File: config.mk
export PLATFORM = sky130hd
export DESIGN_NAME = bmd_regfile
export DESIGN_NICKNAME = d
export VERILOG_FILES = /design/src/rtl/bmd_pkg.sv /design/src/rtl/bmd_ctl_stat.sv /design/src/rtl/bmd_table_ptr.sv /design/src/rtl/bmd_rd_mux.sv /design/src/rtl/bmd_regfile.sv
export SDC_FILE = /design/constraint.sdc
export NUM_CORES = 1
export LEC_CHECK = 0
export BUFFER_PORTS_ARGS = -buffer_cell sky130_fd_sc_hd__buf_4
export CORE_ASPECT_RATIO = 1.2
export CORE_MARGIN = 4
export CORE_UTILIZATION = 50
export CTS_CLUSTER_DIAMETER = 50
export DETAILED_ROUTE_END_ITERATION = 10
export GPL_TIMING_DRIVEN = 0
export PLACE_DENSITY = 0.77
export SYNTH_ARGS = -nofsm -noshare
export SYNTH_HDL_FRONTEND = slang
export SYNTH_SLANG_ARGS = --single-unit
File: constraint.sdc
create_clock -name clk -period 2.9 [get_ports clk]
set_input_delay 0.145 -clock clk [delete_from_list [all_inputs] [get_ports clk]]
set_output_delay 0.145 -clock clk [all_outputs]
set_load 0.1 [all_outputs]
File: src/rtl/bmd_pkg.sv
package bmd_pkg;
  localparam int BYTE_W = 8;

  typedef enum logic [1:0] {
    SZ_BYTE  = 2'd0,
    SZ_HALF  = 2'd1,
    SZ_WORD  = 2'd2,
    SZ_WORDX = 2'd3
  } io_size_e;

  // offsets within the command/status group
  localparam logic [1:0] OFS_CMD  = 2'd0;
  localparam logic [1:0] OFS_STAT = 2'd2;

  // command and status bit positions
  localparam int CMD_RUN   = 0;
  localparam int CMD_DIR   = 3;
  localparam int ST_ACT    = 0;
  localparam int ST_ERR    = 1;
  localparam int ST_IRQ    = 2;
  localparam int ST_CAP_LO = 5;
  localparam int ST_CAP_HI = 6;

  function automatic logic [31:0] size_mask(input logic [1:0] sz);
    case (sz)
      SZ_BYTE: size_mask = 32'h0000_00FF;
      SZ_HALF: size_mask = 32'h0000_FFFF;
      default: size_mask = 32'hFFFF_FFFF;
    endcase
  endfunction

  function automatic int size_bytes(input logic [1:0] sz);
    case (sz)
      SZ_BYTE: size_bytes = 1;
      SZ_HALF: size_bytes = 2;
      default: size_bytes = 4;
    endcase
  endfunction
endpackage

File: src/rtl/bmd_ctl_stat.sv
module bmd_ctl_stat
  import bmd_pkg::*;
(
  input  logic       clk,
  input  logic       rst,
  input  logic       wr_cmd,
  input  logic       wr_stat,
  input  logic [7:0] wbyte,
  input  logic       act,
  input  logic       err,
  input  logic       irq,
  output logic [7:0] cmd,
  output logic [7:0] stat
);
  logic [7:0] cmd_nx;
  logic [7:0] stat_nx;

  always_comb begin
    cmd_nx = cmd;
    if (wr_cmd) begin
      cmd_nx          = '0;
      cmd_nx[CMD_RUN] = wbyte[CMD_RUN];
      cmd_nx[CMD_DIR] = wbyte[CMD_DIR];
    end
  end

  always_comb begin
    stat_nx = stat;
    if (wr_stat) begin
      stat_nx[ST_CAP_LO] = wbyte[ST_CAP_LO];
      stat_nx[ST_CAP_HI] = wbyte[ST_CAP_HI];
      stat_nx[ST_ERR]    = stat[ST_ERR] & ~wbyte[ST_ERR];
      stat_nx[ST_IRQ]    = stat[ST_IRQ] & ~wbyte[ST_IRQ];
    end
    // engine events take priority over software clears
    if (err) stat_nx[ST_ERR] = 1'b1;
    if (irq) stat_nx[ST_IRQ] = 1'b1;
    stat_nx[ST_ACT] = act;
    stat_nx[7]      = 1'b0;
    stat_nx[4:3]    = 2'b00;
  end

  always_ff @(posedge clk) begin
    if (rst) begin
      cmd  <= '0;
      stat <= '0;
    end else begin
      cmd  <= cmd_nx;
      stat <= stat_nx;
    end
  end
endmodule

File: src/rtl/bmd_table_ptr.sv
module bmd_table_ptr
  import bmd_pkg::*;
#(
  parameter int PTR_W  = 32,
  parameter int DATA_W = 32
) (
  input  logic              clk,
  input  logic              rst,
  input  logic              wr,
  input  logic [1:0]        lane,
  input  logic [1:0]        size,
  input  logic [DATA_W-1:0] wdata,
  output logic [PTR_W-1:0]  ptr
);
  localparam int LANES = PTR_W / BYTE_W;

  logic [PTR_W-1:0] ptr_nx;

  always_comb begin
    ptr_nx = ptr;
    for (int j = 0; j < LANES; j++) begin
      if (wr && (j >= int'(lane)) && (j < int'(lane) + size_bytes(size))) begin
        ptr_nx[j*BYTE_W +: BYTE_W] = wdata[(j - int'(lane))*BYTE_W +: BYTE_W];
      end
    end
    ptr_nx[1:0] = 2'b00;
  end

  always_ff @(posedge clk) begin
    if (rst) ptr <= '0;
    else     ptr <= ptr_nx;
  end
endmodule

File: src/rtl/bmd_rd_mux.sv
module bmd_rd_mux
  import bmd_pkg::*;
#(
  parameter int NCH    = 2,
  parameter int PTR_W  = 32,
  parameter int DATA_W = 32,
  parameter int CSEL_W = 1
) (
  input  logic [CSEL_W-1:0]    csel,
  input  logic [2:0]           ofs,
  input  logic [1:0]           size,
  input  logic [NCH*8-1:0]     cmd_all,
  input  logic [NCH*8-1:0]     stat_all,
  input  logic [NCH*PTR_W-1:0] ptr_all,
  output logic [DATA_W-1:0]    rval
);
  logic [7:0]       cmd_s;
  logic [7:0]       stat_s;
  logic [PTR_W-1:0] ptr_s;

  always_comb begin
    cmd_s  = '0;
    stat_s = '0;
    ptr_s  = '0;
    for (int c = 0; c < NCH; c++) begin
      if (int'(csel) == c) begin
        cmd_s  = cmd_all[c*8 +: 8];
        stat_s = stat_all[c*8 +: 8];
        ptr_s  = ptr_all[c*PTR_W +: PTR_W];
      end
    end
  end

  always_comb begin
    rval = '0;
    if (ofs[2]) begin
      rval = DATA_W'((ptr_s >> (8 * ofs[1:0])) & PTR_W'(size_mask(size)));
    end else if (size != SZ_BYTE) begin
      rval = DATA_W'(size_mask(size));
    end else begin
      case (ofs[1:0])
        OFS_CMD:  rval = DATA_W'(cmd_s);
        OFS_STAT: rval = DATA_W'(stat_s);
        default:  rval = DATA_W'(8'hFF);
      endcase
    end
  end
endmodule

File: src/rtl/bmd_regfile.sv
module bmd_regfile
  import bmd_pkg::*;
#(
  parameter int NCH    = 2,
  parameter int PTR_W  = 32,
  parameter int DATA_W = 32,
  localparam int CSEL_W = (NCH > 1) ? $clog2(NCH) : 1,
  localparam int ADDR_W = 3 + CSEL_W
) (
  input  logic                 clk,
  input  logic                 rst,
  input  logic [ADDR_W-1:0]    io_addr,
  input  logic [1:0]           io_size,
  input  logic                 io_rd,
  input  logic                 io_wr,
  input  logic [DATA_W-1:0]    io_wdata,
  output logic [DATA_W-1:0]    io_rdata,
  input  logic [NCH-1:0]       eng_active,
  input  logic [NCH-1:0]       eng_err,
  input  logic [NCH-1:0]       eng_irq,
  output logic [NCH-1:0]       dma_start,
  output logic [NCH-1:0]       dma_to_mem,
  output logic [NCH*PTR_W-1:0] dma_table
);
  logic [CSEL_W-1:0]    csel;
  logic [2:0]           ofs;
  logic                 byte_acc;
  logic [NCH*8-1:0]     cmd_all;
  logic [NCH*8-1:0]     stat_all;
  logic [DATA_W-1:0]    rval;

  assign csel     = io_addr[ADDR_W-1:3];
  assign ofs      = io_addr[2:0];
  assign byte_acc = (io_size == SZ_BYTE);

  for (genvar c = 0; c < NCH; c++) begin : g_ch
    logic hit;
    assign hit = io_wr && (int'(csel) == c);

    bmd_ctl_stat u_cs (
      .clk     (clk),
      .rst     (rst),
      .wr_cmd  (hit && byte_acc && ofs == {1'b0, OFS_CMD}),
      .wr_stat (hit && byte_acc && ofs == {1'b0, OFS_STAT}),
      .wbyte   (io_wdata[7:0]),
      .act     (eng_active[c]),
      .err     (eng_err[c]),
      .irq     (eng_irq[c]),
      .cmd     (cmd_all[c*8 +: 8]),
      .stat    (stat_all[c*8 +: 8])
    );

    bmd_table_ptr #(.PTR_W(PTR_W), .DATA_W(DATA_W)) u_tp (
      .clk   (clk),
      .rst   (rst),
      .wr    (hit && ofs[2]),
      .lane  (ofs[1:0]),
      .size  (io_size),
      .wdata (io_wdata),
      .ptr   (dma_table[c*PTR_W +: PTR_W])
    );

    assign dma_start[c]  = cmd_all[c*8 + CMD_RUN];
    assign dma_to_mem[c] = cmd_all[c*8 + CMD_DIR];
  end

  bmd_rd_mux #(.NCH(NCH), .PTR_W(PTR_W), .DATA_W(DATA_W), .CSEL_W(CSEL_W)) u_rd (
    .csel     (csel),
    .ofs      (ofs),
    .size     (io_size),
    .cmd_all  (cmd_all),
    .stat_all (stat_all),
    .ptr_all  (dma_table),
    .rval     (rval)
  );

  always_ff @(posedge clk) begin
    if (rst)        io_rdata <= '0;
    else if (io_rd) io_rdata <= rval;
  end
endmodule

==> metrics.cfg <==
[die]
die_h_um=127
dieArea_um2=13600
start_util_pct=51.0
dieWidth_um=107
ios=148
rows=43
core_um2=11600

[power_and_ir_drop]
comb_power_share_pct=26.6
p_seq_share_pct=40.1
power.switching_mw=1.36
p_per_area_nw_per_um2=517
p_clk_share_pct=33.3
p_int_mw=2.50
total_leakage_power_nw=3.17
finalPower_mw=3.87
peakVddDrop_mv=0.284
swShare_pct=35.2

[finish]
syn_to_final_growth_pct=26.9
num-fill-cells=953
post-route-util_pct=64.7
mostFrequentLayoutCells=buf_4, dfxtp_1, nand2_1
drive_gt1_share_pct=37.5
stdcell_area_um2=7480
multi_input_area_um2=3470
final_common_cell=buf_4
nNetsFinal=783
seqCellArea_um2=2120
antenna_cells=0

[placed_design]
place_congestion=1.01
hpwl_um=15800
postPlaceCellArea_um2=7160
numPortBuffers=141

[clocking]
cts_tree=yes
clk_latency_ns=0.36
cts_made_buffers=9
clk_path_buf_depth=2
clk_pin_slew_worst_paths_ns=0.08
htree_levels=3
clockRootBuffer=clkbuf_16
clock-sinks=106
cts_setup_buffers=0

[timing]
worst_pin_slew_ns=0.840
slew_viol_final=0
period_needed_ns=2.58
max_freq_mhz=388
fin_worst_skew_ns=0.00883
slew_headroom_pct=43.5
rsz0062_at_grt=no
finalSetupViolCount=0
holdWs_ns=0.0142
hold_viol_final=0
finalCritPeriodShare_pct=89.0

[yosys]
synthArstFlopShare_pct=0
yosysUniqueCellTypes=61
synth_top_area_share_pct=36.0
synth_area_leaders=dfxtp_1, mux4_2, mux2i_1
synth-seq-cells=106
synth_flop_cell=dfxtp_1
synth_area_leader_cell=dfxtp_1
syn_avg_cell_area_um2=10.3
synth-edff-count=0
yosysWarnings=0
synth_cells=572
yosysSeqAreaShare_pct=36.0
netlist_area_um2=5900

[status]
run_status=finished clean

[global_routing]
grt_overflow=0
grt_pass1_vias=5494
grt_max_degree=20
grt_pass1_wl_um=31200
grt_antenna_before_repair=1
gr-usage-all-layers_pct=30.2

[drt]
first_pass_iters=5
ant_nets=0
wirelength_um=20300
viasPerCell=6.08
vias=5415
routedWlPerCell_um=22.8
drcViolationCount=0
drt_iter0_markers=477

[setup_path]
end_kind=register
worstPathArrival_ns=2.81
cp.required_ns=3.13
cp-start-kind=primary input
crit_type=in2reg
crit_path_max_fanout=11

[min_path]
hp-class=in2reg

[flow_run]
max_cap_violations=0

[final timing paths]
path	startpoint	end	slack, ns	cells past startpoint
setup reg to reg	g_ch[0].u_tp.ptr[28]$_SDFFE_PP0P_	io_rdata[4]$_SDFFE_PP0P_	1.36	4
hold reg to reg	io_rdata[13]$_SDFFE_PP0P_	io_rdata[13]$_SDFFE_PP0P_	0.47	2
hold / removal	eng_active[0]	g_ch[0].u_cs.stat[0]$_SDFF_PP0_	0.01	2
setup / recovery	io_addr[0]	g_ch[0].u_tp.ptr[18]$_SDFFE_PP0P_	0.32	9
[per-stage QoR]
step           TNS (ns)  cells  setup WS (ns)
3_3_place_gp          0    873         0.0677
5_1_grt               0    890          0.126
3_5_place_dp    -0.0402    873        -0.0287
4_1_cts               0    890          0.344
6_report              0    890          0.319
2_1_floorplan         0    575          0.486
[critical path: stages]
cell and delay (ns):
buf_4 0.13, buf_4 0.26, clkinv_1 0.25, clkbuf_1 0.33, ha_1 0.53, clkbuf_1 0.47
mux4_2 0.44, nand2_1 0.15, mux2i_1 0.09
[power by group through the flow]
stage	logic, mW	clock network (mW)	registers [mW]
after floorplan	0.397	0	1.92
after global placement	1.00	0	1.58
after detailed placement	1.02	0	1.59
after CTS	1.02	1.29	1.55
after global routing	1.07	1.35	1.56
final	1.03	1.29	1.55
[timing repair]
action                                  in CTS  in global routing
hold buffers                                 1                  0
endpoints found under the hold margin        1                  0
resized for setup                            0                  0
endpoints found under the setup margin       0                  0
[state kept, by name, indices dropped and copies added (netlist names)]
| signal | count |
|---|---|
| io_rdata | 32 |
| g_ch.u_cs.stat | 10 |
| g_ch.u_tp.ptr | 60 |
| g_ch.u_cs.cmd | 4 |
[cell families (layout without fill, tap and decap cells)]
group | count (synthesis) | after routing | share of synthesized area [%]
AO/OA/AOI/OAI | 124 | 124 | 15.9
adder cells (fa/ha/maj) | 7 | 7 | 1.61
buffers and inverters | 55 | 213 | 5.39
flip-flops | 106 | 106 | 36.0
multiplexers | 121 | 121 | 28.4
other | 1 | 4 | 0.0636
AND/OR/NAND/NOR | 158 | 158 | 12.6
[area by class of cell]
class | count | area share, %
Clock buffer | 9 | 3.01
Buffer | 40 | 3.49
Tap cell | 157 | 2.62
Timing Repair Buffer | 142 | 14.3
Sequential cell | 106 | 28.4
Multi-Input combinational cell | 414 | 46.3
Clock inverter | 7 | 1.15
Inverter | 15 | 0.752
[routing by layer]
metal	track usage, %	vias up	wire (µm)
met3	4.94	55	1550
met1	39.5	2644	8130
met5	0	-	0
met2	48.6	291	9790
li1	-	2425	-
met4	14.5	0	799
[cells in the mapped netlist, types with 3 or more instances]
cell,n
buf_4,11
mux2_2,32
a21oi_2,7
dfxtp_1,106
clkinv_1,3
o32ai_1,4
o2bb2ai_1,14
a221oi_1,6
nand2b_1,6
nand3_1,13
a21oi_1,32
a211oi_1,5
mux2i_1,55
inv_1,11
buf_6,5
nor2_1,50
nor3_1,14
o221a_2,3
nor2b_1,3
clkbuf_1,16
o211ai_1,5
o21ai_2,3
mux4_2,34
o21ai_0,18
nand2_1,56
o21ai_1,9
ha_1,6
Note: power is estimated with default switching activity, not from simulation.
